$ cat src/rtl/wpg_pkg.sv
package wpg_pkg;

  localparam logic [7:0] OP_SETWEL  = 8'h06;
  localparam logic [7:0] OP_CLRWEL  = 8'h04;
  localparam logic [7:0] OP_PROG    = 8'h02;
  localparam logic [7:0] OP_PGWRITE = 8'h0A;
  localparam logic [7:0] OP_SECTER  = 8'hD8;
  localparam logic [7:0] OP_SUBER   = 8'h20;
  localparam logic [7:0] OP_PGERASE = 8'hDB;
  localparam logic [7:0] OP_BULKER  = 8'hC7;
  localparam logic [7:0] OP_LOCKWR  = 8'hE5;
  localparam logic [7:0] OP_STATWR  = 8'h01;
  localparam logic [7:0] OP_SLEEP   = 8'hB9;
  localparam logic [7:0] OP_WAKE    = 8'hAB;

  // Strobes sent from the control to the frame datapath.
  typedef struct packed {
    logic clear;
    logic shift;
  } dpStrobe_t;

  typedef enum logic [2:0] {
    CLS_OTHER,
    CLS_SETWEL,
    CLS_CLRWEL,
    CLS_MODIFY,
    CLS_SLEEP,
    CLS_WAKE
  } cmdClass_t;

  function automatic cmdClass_t classify(input logic [7:0] op);
    case (op)
      OP_SETWEL: classify = CLS_SETWEL;
      OP_CLRWEL: classify = CLS_CLRWEL;
      OP_SLEEP:  classify = CLS_SLEEP;
      OP_WAKE:   classify = CLS_WAKE;
      OP_PROG, OP_PGWRITE, OP_SECTER, OP_SUBER,
      OP_PGERASE, OP_BULKER, OP_LOCKWR, OP_STATWR:
                 classify = CLS_MODIFY;
      default:   classify = CLS_OTHER;
    endcase
  endfunction

endpackage

$ cat src/rtl/wpg_frame_dp.sv
// Frame datapath: captures the first byte of a frame and tracks the bit count modulo the byte width.
module wpg_frame_dp
  import wpg_pkg::*;
#(
  parameter int BYTE_W = 8  // must be a power of two
) (
  input  logic              clk,
  input  logic              rstN,
  input  dpStrobe_t         strobe,
  input  logic              mosi,
  output logic [BYTE_W-1:0] frameByte,
  output logic              frameHasByte,
  output logic              frameAligned
);
  localparam int CNT_W = $clog2(BYTE_W);
  localparam logic [CNT_W-1:0] LAST_BIT = CNT_W'(BYTE_W - 1);

  logic [CNT_W-1:0]  bitCnt;
  logic [BYTE_W-1:0] shiftReg;
  logic              gotByte;

  always_ff @(posedge clk or negedge rstN) begin
    if (!rstN) begin
      bitCnt   <= '0;
      shiftReg <= '0;
      gotByte  <= 1'b0;
    end else if (strobe.clear) begin
      bitCnt   <= '0;
      shiftReg <= '0;
      gotByte  <= 1'b0;
    end else if (strobe.shift) begin
      bitCnt <= bitCnt + 1'b1;
      if (!gotByte) begin
        shiftReg <= {shiftReg[BYTE_W-2:0], mosi};
        if (bitCnt == LAST_BIT) gotByte <= 1'b1;
      end
    end
  end

  assign frameByte    = shiftReg;
  assign frameHasByte = gotByte;
  assign frameAligned = (bitCnt == '0);

endmodule

$ cat src/rtl/wpg_pu_timer.sv
// Power-up inhibit: readiness rises once the programmed wait has elapsed.
module wpg_pu_timer #(
  parameter int PU_W = 16
) (
  input  logic            clk,
  input  logic            rstN,
  input  logic [PU_W-1:0] waitCycles,
  output logic            puReady
);
  logic [PU_W-1:0] elapsed;

  always_ff @(posedge clk or negedge rstN) begin
    if (!rstN) begin
      elapsed <= '0;
      puReady <= 1'b0;
    end else if (!puReady) begin
      if (elapsed >= waitCycles) puReady <= 1'b1;
      else                       elapsed <= elapsed + 1'b1;
    end
  end

endmodule

$ cat src/rtl/wpg_ctrl.sv
// Control: edge detection, acceptance rules, latch, busy and deep power-down state.
module wpg_ctrl
  import wpg_pkg::*;
(
  input  logic       clk,
  input  logic       rstN,
  input  logic       resetPinN,
  input  logic       csN,
  input  logic       sclk,
  input  logic       opDone,
  input  logic       puReady,
  input  logic [7:0] frameByte,
  input  logic       frameHasByte,
  input  logic       frameAligned,
  output dpStrobe_t  strobe,
  output logic       startValid,
  output logic [7:0] startOp,
  output logic       welOut,
  output logic       busyOut,
  output logic       powerDown
);
  logic      csPrev, sclkPrev;
  logic      csFall, csRise, sclkRise;
  logic      frameOk, acceptMod;
  cmdClass_t cls;

  always_ff @(posedge clk or negedge rstN) begin
    if (!rstN) begin
      csPrev   <= 1'b1;
      sclkPrev <= 1'b0;
    end else begin
      csPrev   <= csN;
      sclkPrev <= sclk;
    end
  end

  always_comb begin
    csFall       = csPrev && !csN;
    csRise       = !csPrev && csN;
    sclkRise     = !sclkPrev && sclk && !csN;
    strobe.clear = csFall || !resetPinN;
    strobe.shift = sclkRise && resetPinN;
    cls          = classify(frameByte);
    frameOk      = csRise && resetPinN && frameHasByte && frameAligned;
    acceptMod    = frameOk && !powerDown && !busyOut && welOut && puReady
                   && (cls == CLS_MODIFY);
  end

  always_ff @(posedge clk or negedge rstN) begin
    if (!rstN) begin
      startValid <= 1'b0;
      startOp    <= '0;
      welOut     <= 1'b0;
      busyOut    <= 1'b0;
      powerDown  <= 1'b0;
    end else begin
      startValid <= acceptMod;
      if (acceptMod) startOp <= frameByte;

      if (acceptMod)   busyOut <= 1'b1;
      else if (opDone) busyOut <= 1'b0;

      if (!resetPinN)              welOut <= 1'b0;
      else if (busyOut && opDone)  welOut <= 1'b0;
      else if (frameOk && !powerDown && !busyOut) begin
        if (cls == CLS_SETWEL)      welOut <= 1'b1;
        else if (cls == CLS_CLRWEL) welOut <= 1'b0;
      end

      if (!resetPinN) powerDown <= 1'b0;
      else if (frameOk && powerDown && cls == CLS_WAKE) powerDown <= 1'b0;
      else if (frameOk && !powerDown && !busyOut && cls == CLS_SLEEP) powerDown <= 1'b1;
    end
  end

endmodule

$ cat src/rtl/flash_wp_guard.sv
module flash_wp_guard
  import wpg_pkg::*;
#(
  parameter int PU_W = 16
) (
  input  logic            clk,
  input  logic            rstN,
  input  logic            resetPinN,
  input  logic            csN,
  input  logic            sclk,
  input  logic            mosi,
  input  logic            opDone,
  input  logic [PU_W-1:0] pwrWait,
  output logic            startValid,
  output logic [7:0]      startOp,
  output logic            welOut,
  output logic            busyOut,
  output logic            powerDown
);
  localparam int OP_W = 8;

  dpStrobe_t       strobe;
  logic [OP_W-1:0] frameByte;
  logic            frameHasByte, frameAligned, puReady;

  wpg_frame_dp #(.BYTE_W(OP_W)) frame_i (
    .clk(clk), .rstN(rstN), .strobe(strobe), .mosi(mosi),
    .frameByte(frameByte), .frameHasByte(frameHasByte), .frameAligned(frameAligned)
  );

  wpg_pu_timer #(.PU_W(PU_W)) timer_i (
    .clk(clk), .rstN(rstN), .waitCycles(pwrWait), .puReady(puReady)
  );

  wpg_ctrl ctrl_i (
    .clk(clk), .rstN(rstN), .resetPinN(resetPinN), .csN(csN), .sclk(sclk),
    .opDone(opDone), .puReady(puReady), .frameByte(frameByte),
    .frameHasByte(frameHasByte), .frameAligned(frameAligned), .strobe(strobe),
    .startValid(startValid), .startOp(startOp), .welOut(welOut),
    .busyOut(busyOut), .powerDown(powerDown)
  );

endmodule

$ cat config.mk
export PLATFORM = sky130hd
export DESIGN_NAME = flash_wp_guard
export DESIGN_NICKNAME = d
export VERILOG_FILES = /design/src/rtl/wpg_pkg.sv /design/src/rtl/wpg_frame_dp.sv /design/src/rtl/wpg_pu_timer.sv /design/src/rtl/wpg_ctrl.sv /design/src/rtl/flash_wp_guard.sv
export SDC_FILE = /design/constraint.sdc
export NUM_CORES = 1
export LEC_CHECK = 0
export BUFFER_PORTS_ARGS = -buffer_cell sky130_fd_sc_hd__buf_2
export CAP_MARGIN = 20
export CORE_UTILIZATION = 39
export DETAILED_ROUTE_END_ITERATION = 7
export PLACE_DENSITY_LB_ADDON = 0.1
export REMOVE_ABC_BUFFERS = 1
export SLEW_MARGIN = 10
export SYNTH_ARGS = -nofsm -noshare
export SYNTH_HDL_FRONTEND = slang
export SYNTH_HIERARCHICAL = 1
export SYNTH_SLANG_ARGS = --single-unit
$ cat constraint.sdc
create_clock -name clk -period 5.47 [get_ports clk]
set_input_delay 0.8205 -clock clk [delete_from_list [all_inputs] [get_ports clk]]
set_output_delay 0.8205 -clock clk [all_outputs]
set_load 0.05 [all_outputs]
; ---- After elaboration in Yosys (flattened, before gate mapping)
; Index checks and enable logic that the tools add are counted.
[totals]
reg_bits = 43
latch_bits = 0
ramBits = 0
rom_bits = 0
inputBits = 23
output_inout_bits = 12
word_cells = 92
memories = 0
[op_classes]
n_addsub = 2
n_mul = 0
div_mod_pow = 0
n_lt_le_gt_ge = 1
n_eq_ne = 22
shifts = 0
muxes = 22
bitwise_logic = 2
n_reduce_logical = 31
[ops]
columns = operator, n
row1 = $eq 8x8->1 const B, 6
row2 = $mux 8, 3
row3 = $logic_and 1x1->1, 17
row4 = $add 16x1->16 const B, 1
row5 = $eq 8x3->1 const B, 2
row6 = $ge 16x16->1, 1
row7 = $mux 1, 16
row8 = $pmux 3 s5, 1
row9 = $eq 3x3->1 const B, 3
row10 = $eq 8x1->1 const B, 1
row11 = $eq 8x2->1 const B, 1
row12 = $eq 8x4->1 const B, 1
row13 = $eq 8x6->1 const B, 1
row14 = $reduce_or 8->1, 1
row15 = $eq 3x2->1 const B, 2
row16 = $logic_not 1->1, 6
row17 = $mux 3, 2
row18 = $ne 3x1->1 const B, 2
row19 = $reduce_and 2->1, 3
row20 = $ne 4x1->1 const B, 1
row21 = $reduce_bool 2->1, 2
row22 = $add 3x1->3 const B, 1
row23 = $eq 3x1->1 const B, 1
row24 = $logic_not 3->1, 1
row25 = 3 further kinds, 4

; ---- Depth between registers and ports, before layout
[logic_depth]
word_depth = 11
mapped_depth = 9

; ---- Hierarchy
; The synthesis kept the hierarchy.
[by_module_without_submodules]
columns = mod, n_inst, cells_per_inst, area_each_um2
row1 = wpg_pu_timer, 1, 122, 1193.6
row2 = wpg_ctrl, 1, 75, 798.3
row3 = wpg_frame_dp, 1, 48, 583.1

; ---- Least setup slack after synthesis
; No wires, ideal clock.
[synth_path]
path_kind = input to register
start = in pwrWait[0]
end = reg timer_i.elapsed[9]
setup_time_ns = 0.079
arrival_ns = 2.417
required_ns = 5.391
setup_slack_ns = 2.973
stages = 8
path_buffers = 1
path_cell_list = ha_1 > nand2b_4 > a2111o_1 > o2111ai_2 > nand4_2 > buf_6 > nor4_4 > xor2_1
[synth_via]
elab_chain_len = 3
[synth_rtl]
columns = element, line_no
row1 = from (decl), flash_wp_guard.sv:13  ; input logic [PU_W-1:0] pwrWait,
row2 = $ge 16x16->1, wpg_pu_timer.sv:17  ; if (elapsed >= waitCycles) puReady <= 1'b1;
row3 = $not 1->1 (no line), --
row4 = $reduce_and 2->1 (no line), --
row5 = to (signal assigned), wpg_pu_timer.sv:18  ; else elapsed <= elapsed + 1'b1;
row6 = to (decl), wpg_pu_timer.sv:10  ; logic [PU_W-1:0] elapsed;
; Every way passes these cells.
; A chain may end at the register's enable or synchronous reset.

; ---- Worst setup path after layout
[layout_path]
start = in pwrWait[13]
end = reg timer_i.elapsed[8]
; Same word-level chain as after synthesis.

==> flow_metrics.env <==
export IMPL_ys_warn_count=6
export IMPL_worst_endpoint_required_ns=5.69
export IMPL_io_buffer_count=34
export IMPL_tns_ns=0
export IMPL_worstSetupPathType="in -> reg"
export IMPL_yosys_cell_count_top_type="dfrtp_1"
export IMPL_floorplan_initialDensity=0.406
export IMPL_power_density_nw_per_um2=289
export IMPL_grt_max_degree=44
export IMPL_die_width_um=83.3
export IMPL_end_kind="flip-flop"
export IMPL_io_pin_count=35
export IMPL_detail_route_wirelength_met1_um=2600
export IMPL_maximum_clock_frequency_mhz=375
export IMPL_min_period_over_period=0.488
export IMPL_dp_hpwl_um=3610
export IMPL_dr_max_layer_used="met4"
export IMPL_postRouteWirelength_um=4870
export IMPL_core_area_um2=6350
export IMPL_globalRouteOverflowTotal=0
export IMPL_final_cell_area_um2=2920
export IMPL_holdCritPathClass="in -> async"
export IMPL_hold_viol=0
export IMPL_crit_path_max_fanout=11
export IMPL_fp_dieArea_um2=6930
export IMPL_finalSetupViolCount=0
export IMPL_worst_endpoint_arrival_ns=2.89
export IMPL_grt_first_pass_wirelength_um=8740
export IMPL_route_met2_wl_um=2090
export IMPL_initialDrtViolationCount=64
export IMPL_holdBufCountCts=0
export IMPL_detail_route_drc_violations=0
export IMPL_worstMarginPinSlew_ns=0.551
export IMPL_antenna_diode_count=0
export IMPL_async_flop_share=1.00
export IMPL_cp_cell_sequence="buf_2 -> inv_1 -> ha_1 -> a21oi_1 -> and2b_2 -> o21ai_0 -> nand4_2 -> nor4_1 -> xor2_1"
export IMPL_synth_area_top_cells="dfrtp_1 41%, ha_1 9.7%, xor2_1 4.8%"
export IMPL_h_tree_level_count=2
export IMPL_worst_hold_margin_ns=0.407
export IMPL_drt_wirelength_per_cell_um=13.5
export IMPL_clock_sink_total=43
export IMPL_synth_compound_area_frac=0.0705
export IMPL_final_setup_skew_ns=0.00469
export IMPL_layout_min_cycle_time_ns=2.67
export IMPL_synth_simple_gate_area_share=0.222
export IMPL_grt_pass1_vias=1802
export IMPL_number_of_antenna_violations_at_the_first_check_in_global_routing=0
export IMPL_slew_headroom=0.629
export IMPL_main_combinational_cell_family_by_area_after_synthesis="simple AND/OR/NAND/NOR gates"
export IMPL_num_vias=1842
export IMPL_cts_buffers=5
export IMPL_leakage_uw=0.00147
export IMPL_ys_seq_area_frac=0.418
export IMPL_ys_types=50
export IMPL_cts_resized=0
export IMPL_ys_flop_type="dfrtp_1"
export IMPL_synthesized_area_fraction_occupied_by_adder_cells=0.0972
export IMPL_synth_top_cell_area_share=0.408
export IMPL_layout_area_overhead_vs_synth_pct=13.3
export IMPL_grt_setup_unrepaired="false"
export IMPL_synthesis_area_um2=2570
export IMPL_synthesis_instances=245
export IMPL_synth_xor_xnor_area_share=0.0612
export IMPL_tritoncts="done"
export IMPL_worst_skew_pair_late_latency_ns=0.29
export IMPL_clock_tree_buffer_depth=2
export IMPL_synth_enable_flop_cells=0
export IMPL_synthMuxAreaShare=0.0729
export IMPL_most_area_hungry_cell_type_in_the_yosys_netlist="dfrtp_1"
export IMPL_avgViaCountPerCell=5.10
export IMPL_number_of_storage_elements_in_the_synthesis_netlist=43
export IMPL_synth_common_cells="42 x dfrtp_1, 25 x inv_1, 20 x ha_1"
export IMPL_cts_root_buf="clkbuf_8"
export IMPL_num_nets_final=326
export IMPL_grt_util_all_layers=0.157
export IMPL_layout_drive_gt1_share=0.246
export IMPL_status="complete, no violations"
export IMPL_max_capacitance_violation_count=0
export IMPL_routabilityCongestion=0.723
export IMPL_placed_instance_area_um2=2790
export IMPL_route_antenna_remaining_nets=0
export IMPL_critPathMaxStageDelay_ns=0.45
export IMPL_rows=29
export IMPL_timing_critical_path_slowest_stage_cell="nor4_1"
export IMPL_slew_violations=0
export IMPL_worst_setup_hold_path_clk_slew_ns=0.08
export IMPL_critPathLaunchType="input port"
export IMPL_postCtsSetupBuffers=0
export IMPL_die_height_um=83.3
export IMPL_worst_ir_drop_vdd_mv=0.146
export IMPL_met3WireLength_um=129
export IMPL_first_pass_iteration_count_of_the_detailed_router=6
export IMPL_avgSynthCellArea_um2=10.5
## state kept, by name, indices dropped and copies added (netlist names)
register              count
timer_i/elapsed          16
frame_i/frameByte         8
ctrl_i/welOut             1
ctrl_i/csPrev             1
ctrl_i/startValid         1
ctrl_i/powerDown          1
timer_i/puReady           1
frame_i/frameHasByte      1
ctrl_i/busyOut            1
ctrl_i/startOp            8
frame_i/bitCnt            3
ctrl_i/sclkPrev           1
## path summary, 6_finish.rpt
kind                                          start             endpoint  slack (ns)  depth (start not counted)
worst max-delay path                    pwrWait[13]   timer_i/elapsed[8]        2.80                          9
worst min-delay path                           rstN  timer_i/elapsed[12]        0.41                          1
worst max register to register   timer_i/elapsed[0]   timer_i/elapsed[8]        3.00                          8
worst min register to register  timer_i/elapsed[15]  timer_i/elapsed[15]        0.48                          1
max in group asynchronous                      rstN        ctrl_i/csPrev        4.52                          2
min in group clk                timer_i/elapsed[15]  timer_i/elapsed[15]        0.48                          1
## critical path, delay by kind of cell
kind            cells  cell delay (ns)
compound gates      2             0.45
simple gates        3             1.05
buf+inv             2             0.11
fa+ha+maj           1             0.29
xor+xnor            1             0.17
## report_power, final
part / total (uW) / internal (uW) / switching [uW] / leakage [uW]
sequential: 420 / 360 / 60.7 / 0.000568
combinational: 202 / 92.0 / 110 / 0.000848
clock: 220 / 115 / 105 / 0.0000515
## logic make-up after synthesis
logic type / Yosys count
compound gates: 25
fa+ha+maj: 20
mux: 17
simple gates: 91
buf+inv: 31
flops: 43
xor+xnor: 18
## per-stage QoR
stage                     setup WS (ns)  instances   util  power, uW
after floorplan                    2.86        239      -        564
after global placement             2.58        351  0.440        628
after detailed placement           2.52        351  0.440        631
after CTS                          2.82        359  0.456        859
after global routing               2.64        361  0.460        904
final                              2.80        361  0.460        843
## layer usage
layer	up-vias	global-route usage
li1	931	-
met1	880	0.227
met2	26	0.235
met3	5	0.0278
met4	0	0.0564
met5	-	0
## cell usage in the layout (no fill, tap or decap), types with 2 or more instances in the layout
cell / instances
nor4_4: 2
buf_2: 34
ha_1: 20
o21ai_0: 6
nand3_1: 7
nand2_1: 17
xnor2_1: 4
mux2_4: 2
nand3_2: 2
nand2b_1: 9
nor2b_1: 2
nor4_1: 7
nor2_1: 14
dfrtp_1: 42
nor3_1: 7
a21oi_1: 7
clkbuf_8: 7
xor2_1: 14
mux2i_1: 9
o21ai_1: 3
mux2_2: 6
nand4_1: 8
inv_1: 25
## area by class of cell
| cell class | instances | area [um^2] |
|---|---|---|
| multi-input combinational | 171 | 1350 |
| fill | 633 | 3430 |
| clock buffer | 8 | 100 |
| timing repair buffer | 37 | 203 |
| sequential | 43 | 1080 |
| inverter | 25 | 93.8 |
| tap | 77 | 96.3 |
No activity file was read; power rests on OpenSTA's default activity.
